## src/rtl/tsx_pkg.sv

```systemverilog
`timescale 1ns/1ps
package tsx_pkg;

    localparam int REG_ADDR_W = 3;
    localparam int LINE_W     = 11;

    typedef enum logic [REG_ADDR_W-1:0] {
        A_CTRL   = 3'd0,
        A_PIXCNT = 3'd1,
        A_LINE   = 3'd2,
        A_HWID   = 3'd3,
        A_VWID   = 3'd4,
        A_CFG    = 3'd5
    } reg_addr_e;

    typedef enum logic [1:0] {
        TE_OFF   = 2'd0,
        TE_VSYNC = 2'd1,
        TE_LINE  = 2'd2,
        TE_RSVD  = 2'd3
    } te_mode_e;

    typedef enum logic [1:0] {
        SQ_IDLE = 2'd0,
        SQ_WAIT = 2'd1,
        SQ_RUN  = 2'd2
    } seq_state_e;

    localparam int CTRL_EN_BIT  = 0;
    localparam int CTRL_IMM_BIT = 4;
    localparam int CFG_MODE_LO  = 2;
    localparam int CFG_VPOL_BIT = 20;
    localparam int CFG_HPOL_BIT = 21;

    typedef struct packed {
        te_mode_e mode;
        logic     vpol;
        logic     hpol;
    } te_cfg_t;

    // Index of each tearing channel in the qualifier array
    localparam int CH_H = 0;
    localparam int CH_V = 1;
    localparam int N_CH = 2;

    function automatic logic level_active(input logic sig, input logic pol);
        return pol ? sig : !sig;
    endfunction

endpackage

```

## src/rtl/tsx_regs.sv

```systemverilog
`timescale 1ns/1ps
module tsx_regs
    import tsx_pkg::*;
#(
    parameter int PIX_W = 24,
    parameter int WID_W = 8
) (
    input  logic                  clk,
    input  logic                  rst,
    input  logic                  wr,
    input  logic [REG_ADDR_W-1:0] addr,
    input  logic [31:0]           wdata,
    input  logic                  frame_end,
    output logic [31:0]           rdata,
    output logic                  en,
    output logic                  start,
    output logic                  start_imm,
    output logic                  abort,
    output logic [PIX_W-1:0]      pixcnt,
    output logic [LINE_W-1:0]     line,
    output logic [WID_W-1:0]      hwid,
    output logic [WID_W-1:0]      vwid,
    output te_cfg_t               cfg
);
    localparam int PIX_PAD  = 32 - PIX_W;
    localparam int WID_PAD  = 32 - WID_W;
    localparam int LINE_PAD = 32 - LINE_W;

    logic en_q, imm_q;
    logic wr_ctrl;

    assign wr_ctrl   = wr && (reg_addr_e'(addr) == A_CTRL);
    assign start     = wr_ctrl && wdata[CTRL_EN_BIT] && !en_q && !frame_end;
    assign start_imm = wdata[CTRL_IMM_BIT];
    assign abort     = wr_ctrl && !wdata[CTRL_EN_BIT];
    assign en        = en_q;

    always_ff @(posedge clk) begin
        if (rst) begin
            en_q   <= 1'b0;
            imm_q  <= 1'b0;
            pixcnt <= '0;
            line   <= '0;
            hwid   <= '0;
            vwid   <= '0;
            cfg    <= '{mode: TE_OFF, vpol: 1'b1, hpol: 1'b1};
        end else begin
            if (frame_end)
                en_q <= 1'b0;
            else if (wr_ctrl)
                en_q <= wdata[CTRL_EN_BIT];
            if (wr_ctrl)
                imm_q <= wdata[CTRL_IMM_BIT];
            if (wr) begin
                case (reg_addr_e'(addr))
                    A_PIXCNT: pixcnt <= wdata[PIX_W-1:0];
                    A_LINE: begin
                        if (wdata[31:LINE_W] == '0)
                            line <= wdata[LINE_W-1:0];
                    end
                    A_HWID: hwid <= wdata[WID_W-1:0];
                    A_VWID: vwid <= wdata[WID_W-1:0];
                    A_CFG: begin
                        cfg.mode <= te_mode_e'(wdata[CFG_MODE_LO+1:CFG_MODE_LO]);
                        cfg.vpol <= wdata[CFG_VPOL_BIT];
                        cfg.hpol <= wdata[CFG_HPOL_BIT];
                    end
                    default: ;
                endcase
            end
        end
    end

    always_comb begin
        rdata = '0;
        case (reg_addr_e'(addr))
            A_CTRL: begin
                rdata[CTRL_EN_BIT]  = en_q;
                rdata[CTRL_IMM_BIT] = imm_q;
            end
            A_PIXCNT: rdata = {{PIX_PAD{1'b0}}, pixcnt};
            A_LINE:   rdata = {{LINE_PAD{1'b0}}, line};
            A_HWID:   rdata = {{WID_PAD{1'b0}}, hwid};
            A_VWID:   rdata = {{WID_PAD{1'b0}}, vwid};
            A_CFG: begin
                rdata[CFG_MODE_LO+1:CFG_MODE_LO] = cfg.mode;
                rdata[CFG_VPOL_BIT]              = cfg.vpol;
                rdata[CFG_HPOL_BIT]              = cfg.hpol;
            end
            default: rdata = '0;
        endcase
    end
endmodule

```

## src/rtl/tsx_pulse_qual.sv

```systemverilog
`timescale 1ns/1ps
module tsx_pulse_qual
    import tsx_pkg::*;
#(
    parameter int WID_W = 8
) (
    input  logic             clk,
    input  logic             rst,
    input  logic             sig,
    input  logic             pol,
    input  logic [WID_W-1:0] width,
    output logic             accept
);
    logic             act;
    logic [WID_W-1:0] need;
    logic [WID_W-1:0] run_q;

    assign act  = level_active(sig, pol);
    assign need = (width == '0) ? WID_W'(1) : width;

    always_ff @(posedge clk) begin
        if (rst)
            run_q <= '0;
        else if (!act)
            run_q <= '0;
        else if (run_q != '1)
            run_q <= run_q + 1'b1;
    end

    // Fires once, on the sample where the active run reaches the minimum
    assign accept = act && (({1'b0, run_q} + 1'b1) == {1'b0, need});
endmodule

```

## src/rtl/tsx_seq.sv

```systemverilog
`timescale 1ns/1ps
module tsx_seq
    import tsx_pkg::*;
#(
    parameter int PIX_W = 24
) (
    input  logic              clk,
    input  logic              rst,
    input  logic              start,
    input  logic              start_imm,
    input  logic              abort,
    input  te_mode_e          mode,
    input  logic [LINE_W-1:0] line,
    input  logic [PIX_W-1:0]  pixcnt,
    input  logic              v_acc,
    input  logic              h_acc,
    input  logic              pix_ack,
    output logic              pix_req,
    output logic              frame_end,
    output logic              frame_done
);
    seq_state_e        st;
    logic [PIX_W-1:0]  rem;
    logic              seen_v;
    logic [LINE_W-1:0] lcnt;
    logic              done_q;
    logic              te_go;
    logic              line_hit;

    assign line_hit = (({1'b0, lcnt} + 1'b1) == {1'b0, line});

    always_comb begin
        case (mode)
            TE_VSYNC: te_go = v_acc;
            TE_LINE:  te_go = (v_acc && (line == '0)) ||
                              (!v_acc && seen_v && h_acc && line_hit);
            default:  te_go = 1'b0;
        endcase
    end

    assign pix_req    = (st == SQ_RUN) && (rem != '0);
    assign frame_end  = (st == SQ_RUN) &&
                        ((rem == '0) || (pix_ack && (rem == PIX_W'(1))));
    assign frame_done = done_q;

    always_ff @(posedge clk) begin
        if (rst) begin
            st     <= SQ_IDLE;
            rem    <= '0;
            seen_v <= 1'b0;
            lcnt   <= '0;
            done_q <= 1'b0;
        end else begin
            done_q <= 1'b0;
            if (abort) begin
                st <= SQ_IDLE;
            end else begin
                case (st)
                    SQ_IDLE: begin
                        if (start) begin
                            rem    <= pixcnt;
                            seen_v <= 1'b0;
                            lcnt   <= '0;
                            st     <= start_imm ? SQ_RUN : SQ_WAIT;
                        end
                    end
                    SQ_WAIT: begin
                        if (te_go) begin
                            st <= SQ_RUN;
                        end else if (mode == TE_LINE) begin
                            if (v_acc) begin
                                seen_v <= 1'b1;
                                lcnt   <= '0;
                            end else if (h_acc && seen_v) begin
                                lcnt <= lcnt + 1'b1;
                            end
                        end
                    end
                    SQ_RUN: begin
                        if (frame_end) begin
                            st     <= SQ_IDLE;
                            done_q <= 1'b1;
                        end else if (pix_req && pix_ack) begin
                            rem <= rem - 1'b1;
                        end
                    end
                    default: st <= SQ_IDLE;
                endcase
            end
        end
    end
endmodule

```

## src/rtl/tear_sync_xfer.sv

```systemverilog
`timescale 1ns/1ps
module tear_sync_xfer
    import tsx_pkg::*;
#(
    parameter int PIX_W = 24,
    parameter int WID_W = 8
) (
    input  logic        clk,
    input  logic        rst,
    input  logic        reg_wr,
    input  logic [2:0]  reg_addr,
    input  logic [31:0] reg_wdata,
    output logic [31:0] reg_rdata,
    input  logic        te_hsync,
    input  logic        te_vsync,
    output logic        pix_req,
    input  logic        pix_ack,
    output logic        frame_done
);
    logic              en_q;
    logic              start, start_imm, abort, frame_end;
    logic [PIX_W-1:0]  pixcnt;
    logic [LINE_W-1:0] line;
    logic [WID_W-1:0]  hwid, vwid;
    te_cfg_t           cfg;

    logic [N_CH-1:0]   ch_sig, ch_pol, ch_acc;
    logic [WID_W-1:0]  ch_wid [N_CH];

    tsx_regs #(.PIX_W(PIX_W), .WID_W(WID_W)) u_regs (
        .clk       (clk),
        .rst       (rst),
        .wr        (reg_wr),
        .addr      (reg_addr),
        .wdata     (reg_wdata),
        .frame_end (frame_end),
        .rdata     (reg_rdata),
        .en        (en_q),
        .start     (start),
        .start_imm (start_imm),
        .abort     (abort),
        .pixcnt    (pixcnt),
        .line      (line),
        .hwid      (hwid),
        .vwid      (vwid),
        .cfg       (cfg)
    );

    assign ch_sig[CH_H] = te_hsync;
    assign ch_sig[CH_V] = te_vsync;
    assign ch_pol[CH_H] = cfg.hpol;
    assign ch_pol[CH_V] = cfg.vpol;
    assign ch_wid[CH_H] = hwid;
    assign ch_wid[CH_V] = vwid;

    for (genvar g = 0; g < N_CH; g++) begin : g_qual
        tsx_pulse_qual #(.WID_W(WID_W)) u_qual (
            .clk    (clk),
            .rst    (rst),
            .sig    (ch_sig[g]),
            .pol    (ch_pol[g]),
            .width  (ch_wid[g]),
            .accept (ch_acc[g])
        );
    end

    tsx_seq #(.PIX_W(PIX_W)) u_seq (
        .clk        (clk),
        .rst        (rst),
        .start      (start),
        .start_imm  (start_imm),
        .abort      (abort),
        .mode       (cfg.mode),
        .line       (line),
        .pixcnt     (pixcnt),
        .v_acc      (ch_acc[CH_V]),
        .h_acc      (ch_acc[CH_H]),
        .pix_ack    (pix_ack),
        .pix_req    (pix_req),
        .frame_end  (frame_end),
        .frame_done (frame_done)
    );
endmodule

```

## config.mk

```make
export PLATFORM = sky130hd
export DESIGN_NAME = tear_sync_xfer
export DESIGN_NICKNAME = d
export VERILOG_FILES = /design/src/rtl/tsx_pkg.sv /design/src/rtl/tsx_regs.sv /design/src/rtl/tsx_pulse_qual.sv /design/src/rtl/tsx_seq.sv /design/src/rtl/tear_sync_xfer.sv
export SDC_FILE = /design/constraint.sdc
export NUM_CORES = 1
export LEC_CHECK = 0
export ABC_AREA = 0
export BUFFER_PORTS_ARGS = -buffer_cell sky130_fd_sc_hd__buf_2
export CAP_MARGIN = 20
export CORE_ASPECT_RATIO = 1.4
export CORE_MARGIN = 2
export CORE_UTILIZATION = 35
export DETAILED_ROUTE_END_ITERATION = 10
export PLACE_DENSITY_LB_ADDON = 0.25
export SYNTH_ARGS = -nofsm -noshare
export SYNTH_HDL_FRONTEND = slang
export SYNTH_SLANG_ARGS = --single-unit
```

## constraint.sdc

```tcl
create_clock -name clk -period 3.3 [get_ports clk]
set_clock_uncertainty 0.05 [all_clocks]
set_input_delay 0.66 -clock clk [delete_from_list [all_inputs] [get_ports clk]]
set_output_delay 0.66 -clock clk [all_outputs]
set_load 0.01 [all_outputs]
```

Word-level counts from Yosys, hierarchy flattened:

Index checks and enable logic that the tools add are counted.

* register bits after elaboration: 112
* bits in latches: 0
* memory bits (writable): 0
* ROM bits: 0
* output and inout bits: 34
* word-level logic and storage cells: 132
* memories: 0

* add/subtract/negate cells: 7
* $mul: 0
* divide/modulo/power cells: 0
* $lt $le $gt $ge: 0
* equal/unequal tests: 24
* shift operators: 0
* multiplexer cells: 33
* bitwise operators: 4
* reduce and logical (&&, ||, !) cells: 48

Operators with widths (count)
* 2-to-1 mux 24 bit: 3
* case mux 15 bit (4 select lines): 1
* 2-to-1 mux 11 bit: 5
* case mux 24 bit (2 select lines): 1
* == test 24 x 1 -> 1 bit, second input constant: 1
* logical NOT 24 bit: 1
* nonzero test 24 bit: 1
* subtractor 24 x 1 -> 24 bit, second input constant: 1
* case mux 11 bit (2 select lines): 1
* logical NOT 21 bit: 1
* adder 8 x 1 -> 9 bit, second input constant: 2
* == test 9 x 8 -> 1 bit: 2
* adder 8 x 1 -> 8 bit, second input constant: 2
* logical AND 1 bit: 16
* logical NOT 8 bit: 2
* 2-to-1 mux 8 bit: 2
* != test 8 bit, second input constant: 2
* adder 11 x 1 -> 12 bit, second input constant: 1
* == test 12 x 11 -> 1 bit: 1
* AND reduction 6 bit: 2
* adder 11 x 1 -> 11 bit, second input constant: 1
* logical NOT 11 bit: 1
* 2-to-1 mux 2 bit: 5
* != test 2 bit, second input constant: 5
* other kinds (25): 56

Longest topological paths before layout:

* depth after elaboration: 12
* gate-level depth with buffers: 11
* mapped depth without buffers: 10

Cells and area by module:

Synthesis repeated with hierarchy kept, for this count alone.

* cell total of the unflattened synthesis: 830
* area total of the unflattened synthesis: 6513.7 um^2

By module, submodules not included
* tsx_regs: times used 1, cells an instance 343, area an instance 2703.8 um^2, sequential area each 1141.1 um^2
* tsx_seq: times used 1, cells an instance 357, area an instance 2686.3 um^2, sequential area each 780.7 um^2
* tsx_pulse_qual: times used 2, cells an instance 65, area an instance 561.8 um^2, sequential area each 160.2 um^2

Worst setup path after synthesis:

Ideal clock, no wire load.

* kind: register to register
* start point: reg u_seq.lcnt[0]
* end point: reg u_seq.lcnt[1]
* library setup time: 0.116 ns
* arrival: 2.648 ns
* setup slack: 0.487 ns
* cell stages (with the launch flop): 11
* path buffers: 0
* cells stage by stage: dfxtp_1 > ha_1 > nand3_2 > nor4_4 > xnor2_1 > o311ai_1 > or3_1 > or4_4 > a21oi_2 > nor3b_1 > a31o_1

* word-level cells in the longest chain between the ends: 7

Ends and longest elaborated chain
* start, declared: RTL line tsx_seq.sv:25 `logic [LINE_W-1:0] lcnt;`
* start signal, assigned: RTL line tsx_seq.sv:75 `lcnt <= lcnt + 1'b1;`
* adder 11 x 1 -> 12 bit: RTL line tsx_seq.sv:30 `assign line_hit = (({1'b0, lcnt} + 1'b1) == {1'b0, line});`
* == test 12 x 11 -> 1 bit: RTL line tsx_seq.sv:30
* logical AND 1 bit: RTL line tsx_seq.sv:36 `(!v_acc && seen_v && h_acc && line_hit);`
* logical OR 1 bit: RTL line tsx_seq.sv:35 `TE_LINE: te_go = (v_acc && (line == '0)) ||`
* case mux 1 bit (2 select lines): RTL line tsx_seq.sv:33 `case (mode)`
* != test 2 bit (no source line)
* AND reduction 6 bit (no source line)

Several ways; a longest one is shown, not always the timed one. The select of a mux whose other input is x is not followed.
A chain may end at the register's enable or synchronous reset.

Worst setup path in the final report:

* start point: reg g_qual[0].u_qual.run_q[1]
* end point: reg u_seq.lcnt[10]

* word-level cells in the longest chain between the ends: 9

Ends and longest elaborated chain
* start, declared: RTL line tsx_pulse_qual.sv:16 `logic [WID_W-1:0] run_q;`
* start signal, assigned: RTL line tsx_pulse_qual.sv:27 `run_q <= run_q + 1'b1;`
* adder 8 x 1 -> 9 bit (*): RTL line tsx_pulse_qual.sv:31 `assign accept = act && (({1'b0, run_q} + 1'b1) == {1'b0, need});`
* == test 9 x 8 -> 1 bit (*): RTL line tsx_pulse_qual.sv:31
* logical AND 1 bit (*): RTL line tsx_pulse_qual.sv:31
* logical AND 1 bit (2 in a row): RTL line tsx_seq.sv:36
* logical OR 1 bit: RTL line tsx_seq.sv:35
* case mux 1 bit (2 select lines): RTL line tsx_seq.sv:33
* != test 2 bit (no source line)
* AND reduction 6 bit (no source line) (*)

Mark *: on every way between the ends. The rest lies on a longest branch, timed or not.

==> impl_summary.md <==
Drt
The via density per instance is 5.54. Across all layers, the routed design uses 6245 vias. The first detailed-routing pass took 7 iterations.

The total detailed-routing wirelength is 19700 microns. The number of DRC markers in iteration 0 is 362. The count of nets left with antenna violations once routing finished came out at 0.

After detailed routing, the average wire length per cell comes to 17.5 microns. The final routed DRC violation total is 0.

Timing
The worst setup slack after layout is 0.190 ns. For the finished layout, the period the worst path requires is 3.11 ns. The measured slew at the worst slew-check pin is 0.900 ns. In the finished design, the share of the clock period the worst path needs comes to 0.942. The final count of hold timing violations came to 0. The number of endpoints failing setup at the final stage is 0. The worst hold margin is 0.424 ns. The setup total negative slack is 0 ns.

The number of slew-limit violations in the final report is 0. The normalized max-slew margin is 0.400. Static timing analysis puts the maximum clock frequency at 322 MHz.

Placement
At the placement stage, the worst setup path has a slack of 0.142 ns. The post-detailed-placement half-perimeter wirelength is 14500 microns. At the end of routability-driven placement, the weighted congestion stood at 0.848. The count of input and output buffers is 66.

Critical path
The required time at the worst-slack endpoint is 3.52 ns. STA classifies the critical path startpoint as a register. The arrival time at the worst endpoint is 3.33 ns. In this run the worst path has a maximum fanout of 7. The setup path with the least slack is of type reg2reg. The category of the worst setup path capture point is a register.

Global route
The largest net degree at the start of global routing is 81. The global-route wire length before repair is 31900 microns. The via count of the first global-routing pass is 6048. The all-layer global routing usage is 0.205. The total grt overflow is 0. The initial antenna violation count was 0.

Floorplanning
In this run the core area contains 58 standard-cell rows. The floorplan step defined a die boundary enclosing 0.0196 sq mm. The core region is 0.0180 sq mm. In this run the horizontal extent of the chip is 119 microns. For this design the top-level I/O count stands at 75.

The starting utilization of the core area is 0.359. The die is 165 microns tall.

Logic synthesis
In this run, synthesis produced a sequential element count of 112. The sequential area share after synthesis is 0.347. The cell count after synthesis came out at 836. The total number of yosys warnings is 0. After synthesis, the cell types taking the most area are sky130_fd_sc_hd__dfxtp_1 35%, sky130_fd_sc_hd__nand2_1 8.1%, sky130_fd_sc_hd__a21oi_1 5.5%, sky130_fd_sc_hd__nor2_1 4.6%, sky130_fd_sc_hd__xnor2_1 3.7%. The primary flip-flop cell chosen by synthesis mapping is sky130_fd_sc_hd__dfxtp_1.

The count of flip-flops with a built-in enable after synthesis is 0. The cell area that synthesis handed to floorplanning was 0.00646 sq mm. The proportion of synthesized flip-flops having asynchronous set or reset is 0. Counting distinct cell types in the post-synthesis netlist gives 78. The library cell occupying the most area in the post-synthesis netlist is sky130_fd_sc_hd__dfxtp_1. In this run the mean area of a mapped cell was 7.73 sq um.

The area share of the largest cell type after synthesis is 0.347.

Run
Max-cap violations in this run came to 0.

Clock network
Hold repair after CTS inserted 0 buffers. For this design, the sink count on the clock tree is 112. TritonCTS built the clock tree. The total setup buffers inserted after CTS is 0.

The number of CTS-inserted buffers is 9. The buffer depth of the longest clock path is 2. Clock-pin slew was measured on the worst setup and hold paths at 0.07 ns. The level count of the clock H-tree is 3. Gates resized during post-CTS repair numbered 0. The clock network latency to the later pin of the worst-skew pair is 0.36 ns. The cell sitting at the root of the clock tree is a sky130_fd_sc_hd__clkbuf_16.

Power and ir drop
Power spread over the standard cell area amounts to 374 mW/mm^2. The analysis attributes to cell leakage a power of 2.66 nW. VDD sags by at most 0.200 mV. The overall power consumption is 2.75 mW.

Layout
The filler cells instantiated in the layout total 1952. The total inserted antenna cells is 0. The library cells used most frequently in the layout, excluding fill and tap cells, are 139 x sky130_fd_sc_hd__nand2_1, 112 x sky130_fd_sc_hd__dfxtp_1, 78 x sky130_fd_sc_hd__nor2_1. The net count of the finished layout is 932. The relative area change from synthesis to final layout is 13.7%.

In the final layout, the share of cells above drive strength 1 is 0.161. The commonest non-fill, non-tap cell in the layout is sky130_fd_sc_hd__nand2_1.

Status
The flow ran to the end, and the final reports show no timing, DRC or antenna violations.

Min path
In this run the worst hold path is classified as reg2reg.
## synth_stat cells (4+ instances only)
cell and n:
sky130_fd_sc_hd__nor4b_1 4, sky130_fd_sc_hd__o21ai_0 36, sky130_fd_sc_hd__dfxtp_1 112, sky130_fd_sc_hd__clkbuf_1 41, sky130_fd_sc_hd__o31ai_1 7, sky130_fd_sc_hd__nand4_1 5, sky130_fd_sc_hd__nand2b_1 4, sky130_fd_sc_hd__nor3_1 20
sky130_fd_sc_hd__nor3b_1 4, sky130_fd_sc_hd__a21oi_1 71, sky130_fd_sc_hd__nand3_1 26, sky130_fd_sc_hd__mux2i_1 21, sky130_fd_sc_hd__ha_1 7, sky130_fd_sc_hd__nand2_1 139, sky130_fd_sc_hd__mux2_2 6, sky130_fd_sc_hd__nand3_2 5
sky130_fd_sc_hd__a211oi_1 12, sky130_fd_sc_hd__inv_1 21, sky130_fd_sc_hd__nor4_1 14, sky130_fd_sc_hd__nor2b_1 4, sky130_fd_sc_hd__nor2_1 80, sky130_fd_sc_hd__a221oi_1 5, sky130_fd_sc_hd__or4_1 6, sky130_fd_sc_hd__and2_1 14
sky130_fd_sc_hd__o22ai_1 6, sky130_fd_sc_hd__xnor2_1 27, sky130_fd_sc_hd__buf_2 6, sky130_fd_sc_hd__or3_1 7, sky130_fd_sc_hd__and3_1 9, sky130_fd_sc_hd__a22oi_1 17, sky130_fd_sc_hd__o21ai_1 12, sky130_fd_sc_hd__buf_4 9
sky130_fd_sc_hd__xor2_1 12
## cell families (layout without fill, tap and decap cells)
family	Yosys count	in the layout	share of synthesized area
adder cells (fa/ha/maj)	7	7	0.0136
flip-flops	112	112	0.347
AO/OA/AOI/OAI	208	209	0.209
multiplexers	29	29	0.0500
buffers and inverters	79	123	0.0525
other	1	8	0.000580
XOR/XNOR	39	39	0.0529
AND/OR/NAND/NOR	361	361	0.275
## per-stage QoR
step | instances | utilization | instance area (sq um)
floorplan | 843 | - | 6490
global placement | 1112 | 0.391 | 7040
detailed placement | 1112 | 0.391 | 7040
CTS | 1127 | 0.407 | 7320
global route | 1128 | 0.408 | 7350
finish | 1128 | 0.408 | 7350
## critical path: stages (launching register included)
cell and delay (ns):
sky130_fd_sc_hd__dfxtp_1 0.40, sky130_fd_sc_hd__ha_1 0.26, sky130_fd_sc_hd__nand3_2 0.16, sky130_fd_sc_hd__o21ai_1 0.14, sky130_fd_sc_hd__or3b_1 0.36, sky130_fd_sc_hd__a311oi_2 0.33, sky130_fd_sc_hd__nand3_2 0.20, sky130_fd_sc_hd__or4_4 0.61
sky130_fd_sc_hd__a21oi_2 0.30, sky130_fd_sc_hd__o21ai_1 0.14, sky130_fd_sc_hd__o31ai_2 0.07
## state kept, by name, indices dropped and copies added, names as in the netlist
register             count
u_regs.imm_q             1
u_seq.rem               24
u_seq.lcnt              11
u_seq.seen_v             1
u_regs.vwid              8
u_seq.st                 2
u_regs.line             11
u_regs.hwid              8
g_qual.u_qual.run_q     16
u_seq.frame_done         1
u_regs.en                1
u_regs.cfg               4
u_regs.pixcnt           24
## per-layer routing
layer	GRT usage	wire length, microns
met5	0	0
met4	0.0936	689
met2	0.374	9960
met1	0.238	8210
met3	0.0280	853
## power by group
part	switching (mW)	total, mW	internal (mW)	leakage, nW
Clock	0.538	1.07	0.536	0.131
Combinational	0.179	0.280	0.100	1.62
Sequential	0.0255	1.40	1.37	0.905
## cell type report
| class | count | area (sq um) | share of cell area |
|---|---|---|---|
| multi-input cells | 653 | 3950 | 0.537 |
| clock inverters | 5 | 41.3 | 0.00562 |
| inverters | 21 | 78.8 | 0.0107 |
| repair buffers | 87 | 500 | 0.0681 |
| clock buffers | 10 | 239 | 0.0325 |
| flip-flops and latches | 112 | 2240 | 0.305 |
| well taps | 240 | 300 | 0.0409 |
## final timing paths
check / startpoint / endpoint / slack, ns / cells after the start
hold / removal: u_regs.imm_q$_SDFFE_PP0P_ / u_regs.imm_q$_SDFFE_PP0P_ / 0.42 / 2
setup / recovery: g_qual[0].u_qual.run_q[1]$_SDFFE_PP0N_ / u_seq.lcnt[10]$_SDFFE_PP0P_ / 0.19 / 10
setup reg to reg: g_qual[0].u_qual.run_q[1]$_SDFFE_PP0N_ / u_seq.lcnt[10]$_SDFFE_PP0P_ / 0.19 / 10
hold reg to reg: u_regs.imm_q$_SDFFE_PP0P_ / u_regs.imm_q$_SDFFE_PP0P_ / 0.42 / 2
Note: power is estimated with default switching activity, not from simulation.
